===== src/rtl/pwr_watch_pkg.sv =====
package pwr_watch_pkg;
  typedef enum logic [1:0] {
    MODE_HIGH  = 2'b00,
    MODE_MED   = 2'b01,
    MODE_SUB   = 2'b10,
    MODE_WATCH = 2'b11
  } pw_mode_e;

  typedef enum logic [1:0] {
    ST_RUN   = 2'b00,
    ST_WATCH = 2'b01,
    ST_STAB  = 2'b10
  } pw_state_e;

  // stabilization length in cycles for a given select value
  function automatic int unsigned stab_wait(input logic [2:0] sel, input int unsigned base);
    return 32'd1 << (int'(sel) + base);
  endfunction
endpackage


===== src/rtl/pwr_wake_qual.sv =====
module pwr_wake_qual #(
  parameter logic [7:0] WAKE_IRQ_MASK = 8'hC7
) (
  input  logic       nmi,
  input  logic [7:0] irq,
  input  logic [7:0] irq_en,
  input  logic       wdt_ovf,
  input  logic       wdt_ovf_en,
  input  logic       cpu_mask,
  output logic       wake
);
  logic irq_hit;
  logic ovf_hit;

  assign irq_hit = |(irq & irq_en & WAKE_IRQ_MASK);
  assign ovf_hit = wdt_ovf & wdt_ovf_en & ~cpu_mask;
  assign wake    = nmi | irq_hit | ovf_hit;
endmodule


===== src/rtl/pwr_stab_timer.sv =====
module pwr_stab_timer #(
  parameter int CW = 15
) (
  input  logic          clk,
  input  logic          rst_n,
  input  logic          clear,
  input  logic          load,
  input  logic [CW-1:0] load_val,
  output logic          expired
);
  logic [CW-1:0] cnt;
  logic          busy;

  always_ff @(posedge clk or negedge rst_n) begin
    if (!rst_n) begin
      cnt  <= '0;
      busy <= 1'b0;
    end else if (clear) begin
      cnt  <= '0;
      busy <= 1'b0;
    end else if (load) begin
      cnt  <= load_val;
      busy <= 1'b1;
    end else if (busy) begin
      if (cnt == '0) busy <= 1'b0;
      else           cnt  <= cnt - 1'b1;
    end
  end

  assign expired = busy && (cnt == '0);
endmodule


===== src/rtl/pwr_watch_ctrl.sv =====
module pwr_watch_ctrl
  import pwr_watch_pkg::*;
#(
  parameter int         N_PERIPH      = 4,
  parameter int         STS_BASE      = 8,
  parameter logic [7:0] WAKE_IRQ_MASK = 8'hC7
) (
  input  logic                clk,
  input  logic                rst_n,
  input  logic                hw_stby,
  input  logic                sleep_req,
  input  logic                sby_sel,
  input  logic                direct_xfer,
  input  logic                wdt_src_sel,
  input  logic                low_spd_on,
  input  logic                med_sel,
  input  logic [2:0]          stab_sel,
  input  logic                nmi,
  input  logic [7:0]          irq,
  input  logic [7:0]          irq_en,
  input  logic                wdt_ovf,
  input  logic                wdt_ovf_en,
  input  logic                cpu_mask,
  output logic [1:0]          mode_o,
  output logic                cpu_clk_en,
  output logic [N_PERIPH-1:0] periph_clk_en,
  output logic                wdt_clk_en,
  output logic                exc_start
);
  localparam int CW = STS_BASE + 7;

  pw_state_e st, nx_st;
  pw_mode_e  run_mode, nx_run;
  logic      enter_ok;
  logic      wake_hit;
  logic      stab_expired;
  logic      stab_load;
  logic      exc_nx;
  logic      run_nx;
  logic [CW-1:0] stab_val;

  pwr_wake_qual #(.WAKE_IRQ_MASK(WAKE_IRQ_MASK)) u_qual (
    .nmi(nmi), .irq(irq), .irq_en(irq_en), .wdt_ovf(wdt_ovf),
    .wdt_ovf_en(wdt_ovf_en), .cpu_mask(cpu_mask), .wake(wake_hit)
  );

  assign stab_val = CW'(stab_wait(stab_sel, STS_BASE) - 1);

  pwr_stab_timer #(.CW(CW)) u_timer (
    .clk(clk), .rst_n(rst_n), .clear(hw_stby), .load(stab_load),
    .load_val(stab_val), .expired(stab_expired)
  );

  assign enter_ok = sleep_req && sby_sel && !direct_xfer && wdt_src_sel &&
                    (st == ST_RUN) && (run_mode == MODE_HIGH || run_mode == MODE_SUB);

  always_comb begin
    nx_st     = st;
    nx_run    = run_mode;
    stab_load = 1'b0;
    exc_nx    = 1'b0;
    if (hw_stby) begin
      nx_st  = ST_RUN;
      nx_run = MODE_HIGH;
    end else begin
      unique case (st)
        ST_RUN:   if (enter_ok) nx_st = ST_WATCH;
        ST_WATCH: if (wake_hit) begin
          if (low_spd_on) begin
            nx_st = ST_RUN; nx_run = MODE_SUB; exc_nx = 1'b1;
          end else if (med_sel) begin
            nx_st = ST_RUN; nx_run = MODE_MED; exc_nx = 1'b1;
          end else begin
            nx_st = ST_STAB; stab_load = 1'b1;
          end
        end
        ST_STAB:  if (stab_expired) begin
          nx_st = ST_RUN; nx_run = MODE_HIGH; exc_nx = 1'b1;
        end
        default:  nx_st = ST_RUN;
      endcase
    end
  end

  assign run_nx = (nx_st == ST_RUN) && !hw_stby;

  always_ff @(posedge clk or negedge rst_n) begin
    if (!rst_n) begin
      st            <= ST_RUN;
      run_mode      <= MODE_HIGH;
      mode_o        <= MODE_HIGH;
      cpu_clk_en    <= 1'b1;
      periph_clk_en <= '1;
      wdt_clk_en    <= 1'b1;
      exc_start     <= 1'b0;
    end else begin
      st            <= nx_st;
      run_mode      <= nx_run;
      mode_o        <= (nx_st == ST_RUN) ? nx_run : MODE_WATCH;
      cpu_clk_en    <= run_nx;
      periph_clk_en <= {N_PERIPH{run_nx}};
      wdt_clk_en    <= !hw_stby;
      exc_start     <= exc_nx;
    end
  end
endmodule


===== config.mk =====
export PLATFORM = sky130hd
export DESIGN_NAME = pwr_watch_ctrl
export DESIGN_NICKNAME = d
export VERILOG_FILES = /design/src/rtl/pwr_watch_pkg.sv /design/src/rtl/pwr_wake_qual.sv /design/src/rtl/pwr_stab_timer.sv /design/src/rtl/pwr_watch_ctrl.sv
export SDC_FILE = /design/constraint.sdc
export NUM_CORES = 1
export LEC_CHECK = 0
export BUFFER_PORTS_ARGS = -buffer_cell sky130_fd_sc_hd__buf_2
export CAP_MARGIN = 25
export CORE_MARGIN = 5
export CORE_UTILIZATION = 50
export DETAILED_ROUTE_END_ITERATION = 8
export PLACE_DENSITY = 0.72
export RECOVER_POWER = 25
export SLEW_MARGIN = 20
export SYNTH_ARGS = -nofsm -noshare
export SYNTH_HDL_FRONTEND = slang
export SYNTH_SLANG_ARGS = --single-unit

===== constraint.sdc =====
create_clock -name clk -period 4.7 [get_ports clk]
set_input_delay 0.235 -clock clk [delete_from_list [all_inputs] [get_ports clk]]
set_output_delay 0.235 -clock clk [all_outputs]
set_load 0.05 [all_outputs]

==> impl_metrics.ini, run 1 <==
[outcome]
status = finished, final reports clean

[synth]
yosys.area.top_type_share = 0.3324
yosys_register_bits = 25
synth-edff-count = 0
ys_seq_area_frac = 0.3627
yosysMostFrequentCell = dfrtp_1
async_reset_ff_frac = 1.000
synth_top_cells_by_count = dfrtp_1, nand2_1, a21oi_1, nor2_1
synth_fp_nets = 231
synthTopCellsByArea = dfrtp_1, a21oi_1, nand2_1
synth_warnings = 0
synthCells = 194
synth_cell_types = 56
synth_flop_cell = dfrtp_1
synth_area_per_cell_um2 = 8.926
post-synth-top-area-cell = dfrtp_1
syn_area_um2 = 1732

[drt]
routed_wl_um = 3949
vias_per_cell = 5.851
top_layer = met4
drtPass1Iterations = 4
met3_length_um = 235
wl_per_cell_um = 14.74
wl_met2_um = 1853
drc = 0
drt-met1-wl_um = 1822
drt_iter0_markers = 151
ant_nets = 0
dr_total_vias = 1568

[pwr]
switching_share = 0.3135
total_leakage_power_nw = 0.8907
power_frac_clock = 0.236
p_switching_uw = 129.8
seqPwrFrac = 0.541
peakVddDrop_mv = 0.1010
combPwrFrac = 0.223
power.density_nw_per_um2 = 216.3
intPower_uw = 284.3

[timing]
setup_ws_ns = 1.283
slew_headroom = 0.06814
tightestPinTransition_ns = 1.398
rsz0062_at_grt = no
hold_viol_final = 0
timing.hold.ws_ns = 0.2844
setup_viol = 0
fin_crit_sh = 0.7270
clock.fmax_mhz = 292.6
setup-tns-final_ns = 0
slew_viol_final = 0
fin_worst_skew_ns = 0.003924
min_period_ns = 3.417

[final_layout]
multiInputGateArea_um2 = 994.7
final_nets = 260
n_antenna_cell = 0
fillers = 304
final_util = 0.5737
regArea_um2 = 628.1
syn_to_final_growth_pct = 10.55
drive_gt1_frac = 0.2523

[global_routing]
grt_pass1_vias = 1385
track_usage = 0.1843
grt_pass1_wl_um = 6541
antenna_found_initial = 0
overflow = 0
grt_max_degree = 26

[setup_path]
crit_arrival_ns = 3.63
critPathMaxStageDelay_ns = 0.43
end_kind = flip-flop
worstPathRequired_ns = 4.91
reg2regPathDepth = 11
cp.depth = 11
cp_max_fo = 14
path_cells = inv_1 -> ha_1 -> nor2b_1 -> nand2_1 -> a21o_1 -> nand2_1 -> ha_1 -> nand4_1 -> o31ai_1 -> a221oi_1 -> or3_1
cp_num_buf_inv = 1
crit_path_start_kind = flip-flop
cp_slowest_cell = dfrtp_1
critical_path_class = flip-flop to flip-flop
cpLargestDelayFamily = simple AND/OR/NAND/NOR gates

[clock_network]
cts.htree.levels = 1
numCtsBuffers = 3
cts.sinks = 25
clock-root-buffer = clkbuf_4
cts_max_path_buffers = 2
clk_pin_slew_ns = 0.14
cts_tree = yes
clk_latency_ns = 0.32

[floorplan]
core_um2 = 3337
rows = 21
dieHeight_um = 68.85
die_x_um = 68.85
start_util = 0.5189
pin_count = 41
die_area_um2 = 4740

[placed_design]
dpl.hpwl_um = 2904
gp_congestion = 0.8695
port_buffers = 34
dp_slack_ns = 1.354

[worst_hold_path]
hold_path_depth = 3
hold_path.class = input pin to flip-flop

[run]
cap_violations = 0
worst reg2reg max path, stage by stage, from the launching register on:
cell and delay [ns]:
dfrtp_1 0.43, inv_1 0.14, ha_1 0.25, nor2b_1 0.32, nand2_1 0.12, a21o_1 0.34, nand2_1 0.14, ha_1 0.42
nand4_1 0.34, o31ai_1 0.29, a221oi_1 0.12, or3_1 0.41
layout by cell type (no fill, tap or decap), types with 3 or more instances in the layout:
| cell type | Yosys | final |
|---|---|---|
| o21ai_0 | 10 | 10 |
| clkbuf_1 | 4 | 3 |
| inv_1 | 6 | 6 |
| nor3_1 | 10 | 10 |
| a21oi_1 | 17 | 17 |
| clkbuf_4 | 0 | 4 |
| or2_2 | 3 | 3 |
| a311oi_1 | 3 | 3 |
| nand2_1 | 21 | 21 |
| or3_1 | 5 | 5 |
| nor2_1 | 14 | 14 |
| nor4_1 | 3 | 3 |
| a32o_1 | 3 | 3 |
| a31oi_1 | 5 | 5 |
| a211oi_1 | 3 | 3 |
| dfrtp_1 | 23 | 23 |
| buf_2 | 1 | 32 |
| nand4_1 | 4 | 4 |
| ha_1 | 5 | 5 |
power by group through the flow:
stage | Clock (mW) | Combinational [mW] | Sequential (mW)
after global placement | 0 | 0.0906 | 0.228
after CTS | 0.102 | 0.0926 | 0.224
final | 0.0979 | 0.0923 | 0.224
after detailed placement | 0 | 0.0916 | 0.228
after global routing | 0.110 | 0.102 | 0.225
after floorplan | 0 | 0.0600 | 0.235
what timing repair did:
| action | in CTS | in global routing |
|---|---|---|
| hold buffers | 1 | 0 |
| buffers inserted | 0 | 0 |
| hold endpoints to repair | 23 | 0 |
| gates resized for setup | 0 | 0 |
cells by family (layout without fill, tap and decap cells):
group,Yosys count,count (layout),share of synthesized area
buffers and inverters,18,46,0.06285
adders and majority gates,5,5,0.03613
AOI/OAI and AO/OA,60,60,0.2579
DFF,25,25,0.3627
and+or+nand+nor,83,83,0.2652
xor gates and xnor gates,3,3,0.01518
metal layers:
| metal | GRT usage | up-vias |
|---|---|---|
| met5 | 0 | - |
| met4 | 0.06083 | 0 |
| met2 | 0.2833 | 46 |
| met1 | 0.2652 | 734 |
| li1 | - | 783 |
| met3 | 0.02593 | 5 |
layout make-up:
cell class              instances  area share
multi-input cells             151      0.5196
flip-flops and latches         25      0.3281
repair buffers                 36     0.09673
well taps                      46     0.03007
clock buffers                   4     0.01373
inverters                       6     0.01176
final timing paths:
check / start / to / slack [ns]
setup / recovery: st[1] / u_timer.cnt[14] / 1.28
min in group asynchronous: rst_n / exc_start / 0.75
max in group asynchronous: rst_n / u_timer.busy / 3.15
hold reg to reg: u_timer.cnt[9] / u_timer.cnt[9] / 0.56
hold / removal: sby_sel / st[0] / 0.28
setup reg to reg: st[1] / u_timer.cnt[14] / 1.28
flip-flops by register name, summed over array words and instances, names as in the netlist:
name           flops
mode_o             2
u_timer.busy       1
st                 2
wdt_clk_en         1
run_mode           2
exc_start          1
periph_clk_en      1
u_timer.cnt       15
per-stage QoR:
step | total power [mW] | area (µm²) | cells
3_5_place_dp | 0.3197 | 1873 | 262
5_1_grt | 0.4372 | 1914 | 268
2_1_floorplan | 0.2945 | 1732 | 194
6_report | 0.4142 | 1914 | 268
4_1_cts | 0.4188 | 1909 | 267
3_3_place_gp | 0.3186 | 1873 | 262
(Power assumes the default switching activity.)
==> inputs of run 2 (changes only) <==
--- a/config.mk
+++ b/config.mk
@@ -8,7 +8,7 @@
 export BUFFER_PORTS_ARGS = -buffer_cell sky130_fd_sc_hd__buf_2
 export CAP_MARGIN = 25
 export CORE_MARGIN = 5
-export CORE_UTILIZATION = 50
+export CORE_UTILIZATION = 48
 export DETAILED_ROUTE_END_ITERATION = 8
 export PLACE_DENSITY = 0.72
 export RECOVER_POWER = 25
==> constraint.sdc (replaced) <==
create_clock -name clk -period 3.1 [get_ports clk]
set_input_delay 0.155 -clock clk [delete_from_list [all_inputs] [get_ports clk]]
set_output_delay 0.155 -clock clk [all_outputs]
set_load 0.05 [all_outputs]
==> run 2 against run 1 <==
Net effect: non-clock buffer count rose by 3; final cell count rose by 1.1%; fmax rose by 19%; final area grew 1.6%; first-iteration DRC count fell by 48%; critical endpoint unchanged; utilization decreased by 0.44 points; clock power grew 63%; clock skew is 0.0043 ns higher.
==> impl_metrics.ini, run 2 (synthesis results as in run 1) <==
[placed_design]
dpl-instance-area_um2 = 1903
port_buffers = 34
dpl.hpwl_um = 2989
gp_congestion = 0.8288
dp_slack_ns = 0.2293
dp.cells = 266

[setup_path]
r2r-end = u_timer.cnt[14]
cp_max_fo = 6
crit_path_start_kind = flip-flop
path_cells = inv_1 -> ha_1 -> nor2b_2 -> nand2_1 -> a21o_1 -> nand2_1 -> ha_1 -> nand4_1 -> o31ai_1 -> a221oi_1 -> or3_1
end_kind = flip-flop
cp_slowest_cell = dfrtp_1
rrSetupSlack_ns = 0.24
worstPathRequired_ns = 3.33
critPathMaxStageDelay_ns = 0.44
cp_num_buf_inv = 1
cp.depth = 11
crit_arrival_ns = 3.09
reg2regPathDepth = 11
critical_path_class = flip-flop to flip-flop
r2r_start = st[1]
cpLargestDelayFamily = simple AND/OR/NAND/NOR gates

[run]
cap_violations = 0

[floorplan]
core_um2 = 3416
dieHeight_um = 70.07
die_x_um = 70.07
pin_count = 41
start_util = 0.5070
die_area_um2 = 4909
rows = 21

[final_layout]
final_common_cell = buf_2
drive_gt1_frac = 0.2756
final_util = 0.5692
fillers = 328
n_antenna_cell = 0
largest_register = u_timer.cnt
mostFrequentLayoutCells = buf_2, dfrtp_1, nand2_1
largest_reg_flops = 15
instances_no_fill = 271
syn_to_final_growth_pct = 12.28
final_nets = 263
fin_area_um2 = 1944

[drt]
vias_per_cell = 5.790
wl_per_cell_um = 14.82
routed_wl_um = 4017
dr_total_vias = 1569
drtPass1Iterations = 4
drt_iter0_markers = 79
drc = 0
ant_nets = 0

[timing]
setup-tns-final_ns = 0
clock.fmax_mhz = 349.5
setup_ws_ns = 0.2391
min_period_ns = 2.861
tightestPinTransition_ns = 1.358
hold_viol_final = 0
slew_headroom = 0.09462
fin_crit_sh = 0.9229
setup_viol = 0
fin_worst_skew_ns = 0.008242
timing.hold.ws_ns = 0.1814
slew_viol_final = 0
rsz0062_at_grt = no

[worst_hold_path]
worstHoldStart = sby_sel
worstHoldEndpoint = st[0]
hold_path_depth = 3
hold_path.class = input pin to flip-flop

[clock_network]
clk_latency_ns = 0.34
cts.sinks = 25
clock-root-buffer = clkbuf_4
cts.htree.levels = 1
cts_tree = yes
numCtsBuffers = 3
clk_pin_slew_ns = 0.15
cts_max_path_buffers = 2
cts_setup_buffers = 0

[global_routing]
grt_pass1_wl_um = 6831
grt_pass1_vias = 1480
grt_max_degree = 26
antenna_found_initial = 0
track_usage = 0.1703
overflow = 0

[pwr]
total_leakage_power_nw = 0.9055
p_switching_uw = 210.0
seqPwrFrac = 0.530
total_power_uw = 641.1
power.density_nw_per_um2 = 329.7
switching_share = 0.3275
power_frac_clock = 0.249
intPower_uw = 431.1
peakVddDrop_mv = 0.1874
combPwrFrac = 0.221

[outcome]
status = finished, final reports clean
run 2: timing repair:
item,in CTS,in global routing
resized for setup,0,1
endpoints found under the hold margin,23,0
setup endpoints to repair,0,2
hold buffers,1,0
run 2: routing by layer:
layer / track usage / vias up / wire, µm
met5: 0 / - / 0
met4: 0.03404 / 0 / 24
met3: 0.04161 / 4 / 227
met1: 0.2124 / 736 / 1824
li1: - / 789 / -
met2: 0.2980 / 40 / 1941
run 2: worst max path at each step:
stage	start	end	slack, ns
after CTS	st[1]	u_timer.cnt[8]	0.19
final	st[1]	u_timer.cnt[14]	0.24
after global placement	st[1]	u_timer.cnt[14]	0.27
after floorplan	st[1]	u_timer.cnt[10]	0.41
after global routing	st[1]	u_timer.cnt[8]	0.01
after detailed placement	st[1]	u_timer.cnt[8]	0.23
run 2: power by group through the flow:
stage / registers [mW] / logic (mW) / clock network (mW)
CTS: 0.340 / 0.142 / 0.165
finish: 0.340 / 0.142 / 0.160
floorplan: 0.356 / 0.0910 / 0
global placement: 0.345 / 0.139 / 0
detailed placement: 0.346 / 0.140 / 0
global route: 0.341 / 0.157 / 0.174
run 2: tightest hold or removal path, stage by stage:
cell and delay [ns]:
buf_2 0.10, a31oi_1 0.16, a2111oi_2 0.08
run 2: area by class of cell:
type                            count  area (µm²)  share of cell area
Multi-Input combinational cell    151       997.2              0.5129
Sequential cell                    25       628.1              0.3230
Timing Repair Buffer               39       209.0              0.1075
Tap cell                           46       57.56             0.02960
Clock buffer                        3       22.52             0.01158
Inverter                            6       22.52             0.01158
Clock inverter                      1       7.507            0.003861
==> inputs of run 3 (changes only) <==
--- a/config.mk
+++ b/config.mk
@@ -5,12 +5,14 @@
 export SDC_FILE = /design/constraint.sdc
 export NUM_CORES = 1
 export LEC_CHECK = 0
+export ABC_AREA = 1
 export BUFFER_PORTS_ARGS = -buffer_cell sky130_fd_sc_hd__buf_2
-export CAP_MARGIN = 25
+export CAP_MARGIN = 20
 export CORE_MARGIN = 5
-export CORE_UTILIZATION = 48
+export CORE_UTILIZATION = 50
+export CTS_BUF_LIST = sky130_fd_sc_hd__clkbuf_4
 export DETAILED_ROUTE_END_ITERATION = 8
-export PLACE_DENSITY = 0.72
+export PLACE_DENSITY = 0.74
 export RECOVER_POWER = 25
 export SLEW_MARGIN = 20
 export SYNTH_ARGS = -nofsm -noshare
==> run 3 against run 2 <==
Net effect: clock power about the same; routed wire length decreased by 5.1%; via count increased by 8.5%; global-route usage decreased by 1.0 points; worst setup slack improved by 0.32 ns; largest cell class unchanged; synthesized area increased by 6.9%; non-clock buffer count decreased by 3.
==> impl_metrics.ini, run 3 <==
[drt]
dr_total_vias = 1703
drtPass1Iterations = 4
vias_per_cell = 4.965
routed_wl_um = 3812
drt_iter0_markers = 83
ant_nets = 0
drc = 0
wl_per_cell_um = 11.11

[placed_design]
dpl.hpwl_um = 3049
gp_congestion = 0.8645
port_buffers = 34
dp_slack_ns = 0.5939

[setup_path]
end_kind = flip-flop
critPathMaxStageDelay_ns = 0.47
crit_path_start_kind = flip-flop
critical_path_class = flip-flop to flip-flop
cp_max_fo = 23
crit_arrival_ns = 2.78
cp.depth = 12
cpLargestDelayFamily = simple AND/OR/NAND/NOR gates
path_cells = inv_1 -> ha_1 -> inv_2 -> nor3_4 -> nand2_4 -> nand2_1 -> ha_1 -> nand3_2 -> nor2_4 -> nand3_1 -> nand3_1 -> nand2_1
cp_slowest_cell = dfrtp_1
cp_num_buf_inv = 2
worstPathRequired_ns = 3.34
reg2regPathDepth = 12

[synth]
synthCells = 264
yosysMostFrequentCell = nand2_1
synth_warnings = 0
synthTopCellsByArea = dfrtp_1, nand2_1, nand3_1
yosys_register_bits = 25
synth_top_cells_by_count = nand2_1, inv_1, nand3_1, dfrtp_1, nor2_1
syn_area_um2 = 1851
synth_flop_cell = dfrtp_1
synth_fp_nets = 301
async_reset_ff_frac = 1.000
synth_area_per_cell_um2 = 7.010
post-synth-top-area-cell = dfrtp_1
synth_cell_types = 32
yosys.area.top_type_share = 0.3110
synth-edff-count = 0
ys_seq_area_frac = 0.3394

[timing]
setup_ws_ns = 0.5610
rsz0062_at_grt = no
setup-tns-final_ns = 0
setup_viol = 0
tightestPinTransition_ns = 1.332
fin_worst_skew_ns = 0.003008
slew_viol_final = 0
min_period_ns = 2.539
fin_crit_sh = 0.8190
timing.hold.ws_ns = 0.1930
slew_headroom = 0.1122
clock.fmax_mhz = 393.9
hold_viol_final = 0

[clock_network]
clk_pin_slew_ns = 0.15
numCtsBuffers = 3
clock-root-buffer = clkbuf_4
cts.htree.levels = 1
cts_tree = yes
cts_max_path_buffers = 2
cts.sinks = 25
clk_latency_ns = 0.33

[final_layout]
final_common_cell = nand2_1
final_nets = 333
mostFrequentLayoutCells = nand2_1, inv_1, nand3_1
fillers = 359
n_antenna_cell = 0
drive_gt1_frac = 0.1831
largest_register = u_timer.cnt
syn_to_final_growth_pct = 10.82
largest_reg_flops = 15

[pwr]
peakVddDrop_mv = 0.2838
power.density_nw_per_um2 = 325.3
total_leakage_power_nw = 1.168

[run]
cap_violations = 0

[floorplan]
die_x_um = 70.84
pin_count = 41
core_um2 = 3633
die_area_um2 = 5018
rows = 22
start_util = 0.5093
dieHeight_um = 70.84

[global_routing]
antenna_found_initial = 0
overflow = 0
track_usage = 0.1600
grt_pass1_vias = 1535
grt_pass1_wl_um = 6589
grt_max_degree = 26

[worst_hold_path]
hold_path.class = input pin to flip-flop
hold_path_depth = 2

[outcome]
status = finished, final reports clean
-- run 3: changes by cell type in the layout (fill, tap and decap cells not counted), moves of 4 or more --
cell     previous run  this run
nand2_1            21        80
inv_1               6        41
nand3_1             1        33
a21oi_1            17         2
o21ai_1             0        10
nor3_1             10         2
a31oi_1             5         0
o22ai_1             0         5
or3_1               5         0
nand4_1             4         8
o21ai_0            10         6
-- run 3: per-layer routing --
layer | GRT usage | vias up | share of wire
li1 | - | 908 | -
met1 | 0.2126 | 757 | 0.48
met2 | 0.2678 | 34 | 0.47
met3 | 0.01847 | 4 | 0.033
met4 | 0.05846 | 0 | 0.014
met5 | 0 | - | 0
-- run 3: where the power goes --
group          internal (mW)  switching [mW]
clock network         0.0527           0.109
logic                 0.0527           0.110
registers              0.337         0.00585
total                  0.442           0.225
-- run 3: stage by stage --
step,std cells,instance area (µm²),util,total power [mW]
final,343,2051,0.5644,0.6671
after global placement,338,2012,0.5537,0.5088
after global routing,343,2051,0.5644,0.7079
after detailed placement,338,2012,0.5537,0.5114
after CTS,343,2053,0.5651,0.6742
after floorplan,264,1851,-,0.4693
-- run 3: what timing repair did --
item,CTS,global route
gates resized for setup,0,0
hold buffers,1,0
hold endpoints to repair,23,0
setup buffers,0,0
setup endpoints to repair,0,0
-- run 3: final timing paths --
check,from,end,slack [ns]
max,st[1],u_timer.cnt[12],0.56
min,hw_stby,wdt_clk_en,0.19
max reg2reg,st[1],u_timer.cnt[12],0.56
min reg2reg,u_timer.cnt[13],u_timer.cnt[13],0.50
max in group asynchronous,rst_n,mode_o[0],1.71
min in group asynchronous,rst_n,u_timer.cnt[11],0.62
-- run 3: area by class of cell --
type,count,area (µm²),share of cell area
Timing Repair Buffer,36,185.2,0.09030
Tap cell,48,60.06,0.02929
Clock buffer,3,22.52,0.01098
Multi-Input combinational cell,188,988.4,0.4820
Sequential cell,25,628.1,0.3063
Clock inverter,1,8.758,0.004271
Inverter,42,157.7,0.07688
-- run 3: logic make-up (layout without fill, tap and decap cells) --
logic type | Yosys count | after routing | share of synthesized area
compound gates | 29 | 29 | 0.1109
flops | 25 | 25 | 0.3394
buf+inv | 51 | 82 | 0.1264
fa+ha+maj | 5 | 5 | 0.03381
xor+xnor | 2 | 2 | 0.009468
simple gates | 152 | 152 | 0.3800
